==> src/rtl/addr_filt_pkg.sv <==
package addr_filt_pkg;
  typedef enum logic [1:0] {
    DEC_IDLE  = 2'd0,
    DEC_WRITE = 2'd1,
    DEC_DROP  = 2'd2
  } dec_e;
endpackage

==> src/rtl/addr_match_chan.sv <==
module addr_match_chan #(
  parameter int unsigned DATA_W = 8
) (
  input  logic [DATA_W-1:0] data_i,
  input  logic [DATA_W-1:0] addr_i,
  input  logic              en_i,
  output logic              hit_o
);
  // full-width compare, top bit included
  assign hit_o = en_i && (data_i == addr_i);
endmodule

==> src/rtl/addr_filt_decide.sv <==
module addr_filt_decide
  import addr_filt_pkg::*;
#(
  parameter int unsigned NUM_CH = 2
) (
  input  logic              valid_i,
  input  logic              msb_i,
  input  logic [NUM_CH-1:0] en_i,
  input  logic [NUM_CH-1:0] hit_i,
  input  logic              bypass_i,
  output dec_e              dec_o
);
  logic filt_on;
  assign filt_on = (|en_i) && !bypass_i;

  always_comb begin
    if (!valid_i)              dec_o = DEC_IDLE;
    else if (!filt_on)         dec_o = DEC_WRITE;
    else if (msb_i && |hit_i)  dec_o = DEC_WRITE;
    else                       dec_o = DEC_DROP;
  end
endmodule

==> src/rtl/uart_addr_filter.sv <==
module uart_addr_filter
  import addr_filt_pkg::*;
#(
  parameter int unsigned DATA_W = 8
) (
  input  logic              clk_i,
  input  logic              rst_ni,
  input  logic              rx_valid_i,
  input  logic [DATA_W-1:0] rx_data_i,
  input  logic              match_en_a_i,
  input  logic              match_en_b_i,
  input  logic [DATA_W-1:0] addr_a_i,
  input  logic [DATA_W-1:0] addr_b_i,
  input  logic              smartcard_i,
  output logic              buf_wr_o,
  output logic [DATA_W-1:0] buf_data_o,
  output logic              discard_o,
  output logic              cfg_err_o
);
  localparam int unsigned NUM_CH = 2;
  localparam int unsigned MSB    = DATA_W - 1;

  logic [NUM_CH-1:0] en_v;
  logic [NUM_CH-1:0] hit_v;
  logic [DATA_W-1:0] addr_v [NUM_CH];
  dec_e              dec;

  assign en_v      = {match_en_b_i, match_en_a_i};
  assign addr_v[0] = addr_a_i;
  assign addr_v[1] = addr_b_i;

  for (genvar ch = 0; ch < NUM_CH; ch++) begin : g_chan
    addr_match_chan #(.DATA_W(DATA_W)) u_chan (
      .data_i (rx_data_i),
      .addr_i (addr_v[ch]),
      .en_i   (en_v[ch]),
      .hit_o  (hit_v[ch])
    );
  end

  addr_filt_decide #(.NUM_CH(NUM_CH)) u_dec (
    .valid_i  (rx_valid_i),
    .msb_i    (rx_data_i[MSB]),
    .en_i     (en_v),
    .hit_i    (hit_v),
    .bypass_i (smartcard_i),
    .dec_o    (dec)
  );

  always_ff @(posedge clk_i or negedge rst_ni) begin
    if (!rst_ni) begin
      buf_wr_o   <= 1'b0;
      discard_o  <= 1'b0;
      buf_data_o <= '0;
      cfg_err_o  <= 1'b0;
    end else begin
      buf_wr_o  <= (dec == DEC_WRITE);
      discard_o <= (dec == DEC_DROP);
      if (dec == DEC_WRITE) buf_data_o <= rx_data_i;
      // illegal combination latches until reset
      if (smartcard_i && (|en_v)) cfg_err_o <= 1'b1;
    end
  end

  a_r10_exclusive: assert property (@(posedge clk_i) disable iff (!rst_ni)
    !(buf_wr_o && discard_o));
  a_r10_result_due: assert property (@(posedge clk_i) disable iff (!rst_ni)
    rx_valid_i |=> (buf_wr_o || discard_o));
  a_r10_no_spurious: assert property (@(posedge clk_i) disable iff (!rst_ni)
    !rx_valid_i |=> !(buf_wr_o || discard_o));
  a_r1_data_kept: assert property (@(posedge clk_i) disable iff (!rst_ni)
    rx_valid_i |=> (!buf_wr_o || buf_data_o == $past(rx_data_i)));
  a_r2_msb_clear_drop: assert property (@(posedge clk_i) disable iff (!rst_ni)
    (rx_valid_i && (match_en_a_i || match_en_b_i) && !smartcard_i && !rx_data_i[MSB])
      |=> discard_o);
  a_r8_bypass: assert property (@(posedge clk_i) disable iff (!rst_ni)
    (rx_valid_i && smartcard_i) |=> buf_wr_o);
  a_r9_sticky: assert property (@(posedge clk_i) disable iff (!rst_ni)
    cfg_err_o |=> cfg_err_o);
endmodule

==> config.mk <==
export PLATFORM = sky130hd
export DESIGN_NAME = uart_addr_filter
export DESIGN_NICKNAME = d
export VERILOG_FILES = /design/src/rtl/addr_filt_pkg.sv /design/src/rtl/addr_match_chan.sv /design/src/rtl/addr_filt_decide.sv /design/src/rtl/uart_addr_filter.sv
export SDC_FILE = /design/constraint.sdc
export NUM_CORES = 1
export LEC_CHECK = 0
export BUFFER_PORTS_ARGS = -buffer_cell sky130_fd_sc_hd__buf_2
export CORE_MARGIN = 2
export CORE_UTILIZATION = 42
export DETAILED_ROUTE_END_ITERATION = 8
export PLACE_DENSITY = 0.73
export SLEW_MARGIN = 20
export SYNTH_ARGS = -nofsm -noshare
export SYNTH_HDL_FRONTEND = slang
export SYNTH_SLANG_ARGS = --single-unit
==> constraint.sdc <==
create_clock -name clk_i -period 1.35 [get_ports clk_i]
set_input_delay 0.3375 -clock clk_i [delete_from_list [all_inputs] [get_ports clk_i]]
set_output_delay 0.3375 -clock clk_i [all_outputs]
set_load 0.02 [all_outputs]
======== Word-level counts from Yosys, hierarchy flattened ========
Index checks and enable logic that the tools add are counted.
cells by class
  equal/unequal tests ..................... 4
  muxes and demuxes ....................... 3
  reductions and logical operators ........ 8
operator list
  kind                number
  $eq 8x8->1          2
  $mux 2              3
  $logic_and 1x1->1   5
  $reduce_or 2->1     2
  $eq 2x1->1 const B  1
  $eq 2x2->1 const B  1
  $logic_not 1->1     1
word-level totals
  flip-flop bits (word level) ............. 11
  input port bits ......................... 30
  output and inout port bits .............. 11
  word-level logic and storage cells ...... 19

======== Depth between registers and ports, before layout ========
  depth in word-level cells ............... 8
  depth in mapped cells ................... 6
  mapped depth without buffers ............ 5

======== Hierarchy ========
A second synthesis with hierarchy kept.
unflattened totals
  cells, all modules ...................... 53
  area, all modules ....................... 668.1 um^2
by module, submodules not included
  module            times used  cells an instance  area an instance (um^2)  seq. area each (um^2)
  uart_addr_filter  1           25                 442.9                    275.3
  addr_match_chan   2           12                 95.1                     0.0
  addr_filt_decide  1           4                  35.0                     0.0

======== Worst setup path after synthesis ========
No wires, ideal clock.
  path kind ............................... input to register
  from .................................... in rx_data_i[4]
  to ...................................... reg discard_o
  data arrival time ....................... 1.285 ns
  data required time ...................... 1.231 ns
  path slack .............................. -0.054 ns
  cell stages on the path ................. 5
  path buffers ............................ 0
  cell sequence ........................... xor2_1 nor4_1 a22oi_2 o21a_1 and2_1
on the way
  longest elaborated chain between the ends .. 8
  elaborated cells on any way between the ends .. 10
  classes of those cells .................. eq/ne: 3; mux: 3; reduce/logical: 4
ends and longest elaborated chain
  element                RTL line                source
  start, declared        uart_addr_filter.sv:9   input logic [DATA_W-1:0] rx_data_i,
  $eq 8x8->1             addr_match_chan.sv:10   assign hit_o = en_i && (data_i == addr_i);
  $logic_and 1x1->1      addr_match_chan.sv:10
  $reduce_or 2->1 (*)    addr_filt_decide.sv:19  else if (msb_i && |hit_i) dec_o = DEC_WRITE;
  $logic_and 1x1->1 (*)  addr_filt_decide.sv:19
  $mux 2 (*)             addr_filt_decide.sv:19
  $mux 2 (*)             addr_filt_decide.sv:18  else if (!filt_on) dec_o = DEC_WRITE;
  $mux 2 (*)             addr_filt_decide.sv:17  if (!valid_i) dec_o = DEC_IDLE;
  $eq 2x2->1 (*)         uart_addr_filter.sv:58  discard_o <= (dec == DEC_DROP);
  end signal, assigned   uart_addr_filter.sv:58
  end, declared          uart_addr_filter.sv:17  output logic discard_o,
Every way passes the cells marked *; elsewhere a longest branch is shown, timed or not.
A chain may end at the register's enable or synchronous reset.

======== Worst setup path in the final report ========
Same ends and word-level chain as after synthesis.

==> results by group <==
Clock network
  – Maximum buffer depth of the clock tree: 2
  – Postcts setup bufs: 0
  – Worst-skew pair later-pin latency: roughly 0.26 ns
  – CTS tree: yes
  – Clk root buf: clkbuf_4
  – Num Clock Sinks: 11
  – Clock buffer count from CTS: 3
  – Clock transition at path regs: 0.07 ns
  – H-Tree Level Count: 1

Placed design
  – GP Congestion: a little under 0.8
  – Post-DP HPWL: between 1500 and 2000 µm
  – Placed cell areas: 0.00110 mm²
  – Pre-CTS setup slack: -0.333 ns
  – Buffers added on ports: 40

Synthesis
  – Sequential-to-total area share from yosys stat: a little over a third
  – Synth Area in XOR/XNOR: about 16%
  – Most area-consuming cells after synthesis: dfrtp_1, xor2_1, o211ai_2, a22oi_1, nand2_1
  – Post-synthesis cell area: 768 µm²
  – Cell taking the most area after synthesis: dfrtp_1
  – Mux contribution to synthesized area: ~1.5%
  – Post-Syn Instances: around 80
  – Mapped Nets: around 110
  – YS warnings: 0
  – Compound-cell area share of the yosys netlist: 23.5%
  – Post-synthesis cell type count: 22
  – Synth Area in Adders: 0%
  – Register bit total from synthesis: 11
  – Mean Syn Cell Area: just under 10 µm²
  – Post-Synth Simple-Gate Area: 20.8%
  – Synth top area share: between 30% and 40%
  – Combinational family with the most area after synthesis: compound AO/OA/AOI/OAI gates

Pwr
  – Internal: just under 0.7 mW
  – Net switching power: about 0.37 mW
  – Combinational share of power: about 40%
  – Seq pwr share: roughly 40%
  – Clock power frac: approximately a fifth
  – Power Dens Cells: around 850 mW/mm²
  – Pleak: between 0.5 and 0.6 nW
  – Peak VDD IR: around 0.52 mV
  – Switch share: between 30% and 40%

Finish
  – Final core occ: 72.1%
  – Commonest non-fill, non-tap cell in the layout: buf_2
  – Design Area, Final: between 0.001 and 0.0015 mm²
  – Area delta synth->final: 62.1%
  – Layout cells sized above 1: roughly three fifths
  – Final net count: ~170
  – Most frequent cells in the layout: buf_2, buf_4, xor2_1, dfrtp_1, nand2_1
  – Filler cells: between 100 and 150
  – Antenna Cells: 0

Critical path
  – Crit path DAT: between 1 and 1.5 ns
  – Crit path capture type: flip-flop
  – Top Family by Delay on Critical Path: simple AND/OR/NAND/NOR gates
  – Critical path's largest stage delay: 0.30 ns
  – Crit-path max FO: 4
  – CP cell instances: buf_2 -> xor2_1 -> nor4_2 -> a22oi_2 -> o21a_1 -> and2_1
  – CP Class: in2reg
  – Slowest stage cell on the critical path: nor4_2
  – Worst r2r src: buf_data_o[7]
  – Critical Path Start: rx_data_i[4]
  – CP bufs+invs: 1
  – Startpoint Class: input pin
  – WP data required: 1.50 ns

Floorplan
  – IO Pins: just over 40
  – Row count: 15
  – Die Wd: roughly 47 µm
  – Starting Density: between 40% and 50%
  – Die ar.: around 0.0022 mm²
  – Chip height: between 40 and 50 µm
  – Core footprint: ~0.0017 mm²

Timing
  – Final WS setup: 0.0315 ns
  – Fin crit period: approximately 1.3 ns
  – Worst slew pin tran: approximately 0.37 ns
  – Pins over their slew limit: 0
  – Slew HR: 75.4%
  – Worst hold slack: approximately 0.35 ns
  – Fmax: roughly 760 MHz
  – Clock Skew: 0 ns
  – Final hold vios: 0
  – Final setup vio count: 0
  – Period utilization: 97.7%

Run status
  – Status: completed

GRT
  – Global-route wire length before repair: ~3000 µm
  – Vias in the first global route: between 700 and 800
  – GRT Residual Overflow: 0
  – GR Util All Layers: roughly a fifth
  – Largest net degree at the start of global routing: 13
  – Initial antenna violation count: 0

Job
  – # Max-Cap Violations: 0

Hold path
  – Hold Startpoint: rx_data_i[7]
  – Path category of the worst min-delay check: in2reg

Routing
  – Post-route ant nets: 0
  – First DRT Iteration DRCs: 22
  – TritonRoute pass-1 iters: 4
  – Vias/cell: approximately 5.1
  – WL/cell: between 10 and 15 µm
  – DRC viols: 0
  – Drt total wl: 2380 µm
  – Via count: about 820
==> flip-flops by register name, indices dropped and copies added, names as in the netlist <==
register / cells
cfg_err_o: 1
buf_data_o: 8
buf_wr_o: 1
discard_o: 1
==> cell usage after synthesis <==
library cell	instances
a22oi_2	1
inv_1	2
a21oi_1	1
o21a_1	1
nor2_2	1
nand2b_1	1
nand3_2	2
buf_6	1
nor4_2	2
o211ai_2	7
and2_1	1
dfrtp_1	11
nand2_1	10
nor4_1	2
o21ai_0	1
a22oi_1	7
mux2_2	1
nor2_1	4
o21ai_1	2
nand3_1	5
or2_2	1
xor2_1	14
==> worst min-delay path, cell delays in order <==
cell and delay [ns]:
buf_2 0.12, nand2_1 0.06, o21ai_1 0.05
==> logic make-up after synthesis <==
family,after synthesis
compound gates,20
xor+xnor,14
buf+inv,3
flops,11
mux,1
simple gates,29
==> repair_timing <==
item,CTS,global route
hold endpoints to repair,11,0
gates cloned,0,1
pin swaps,1,5
hold buffers,1,0
gates resized for setup,2,20
endpoints found under the setup margin,6,8
==> metrics by stage <==
step	TNS [ns]	total power, mW	instances
floorplan	-0.126	0.623	78
global placement	-2.39	0.786	157
detailed placement	-2.52	0.799	157
CTS	0	1.02	162
global route	-0.0807	1.11	162
finish	0	1.05	162
==> area by class of cell <==
class | count | area [µm²] | area share (%)
Clock buffer | 4 | 26.3 | 2.11
Inverter | 2 | 7.51 | 0.603
Multi-Input combinational cell | 64 | 553 | 44.4
Sequential cell | 11 | 275 | 22.1
Tap cell | 25 | 31.3 | 2.51
Timing Repair Buffer | 56 | 352 | 28.2
==> worst paths after layout <==
path | end | slack [ns] | cells after the start
setup reg to reg | buf_data_o[7] | 0.41 | 3
hold reg to reg | cfg_err_o | 0.47 | 1
setup / recovery | discard_o | 0.03 | 6
hold / removal | buf_data_o[7] | 0.35 | 3
max in group asynchronous | buf_data_o[3] | 0.67 | 2
min in group asynchronous | buf_data_o[2] | 0.47 | 2
==> power by group through the flow <==
| stage | logic [mW] | registers, mW | clock network (mW) |
|---|---|---|---|
| floorplan | 0.148 | 0.475 | 0 |
| detailed placement | 0.381 | 0.418 | 0 |
| global placement | 0.371 | 0.416 | 0 |
| finish | 0.417 | 0.419 | 0.217 |
| global route | 0.450 | 0.424 | 0.236 |
| CTS | 0.387 | 0.412 | 0.225 |
==> layer usage <==
metal  track usage, %  vias up  wire length [µm]
met5                0        -                 0
met4             8.33        0                19
met3             1.54        2               153
met2             33.4       37              1270
met1             25.7      382               935
li1                 -      401                 -
Note: power is estimated with default switching activity, not from simulation.
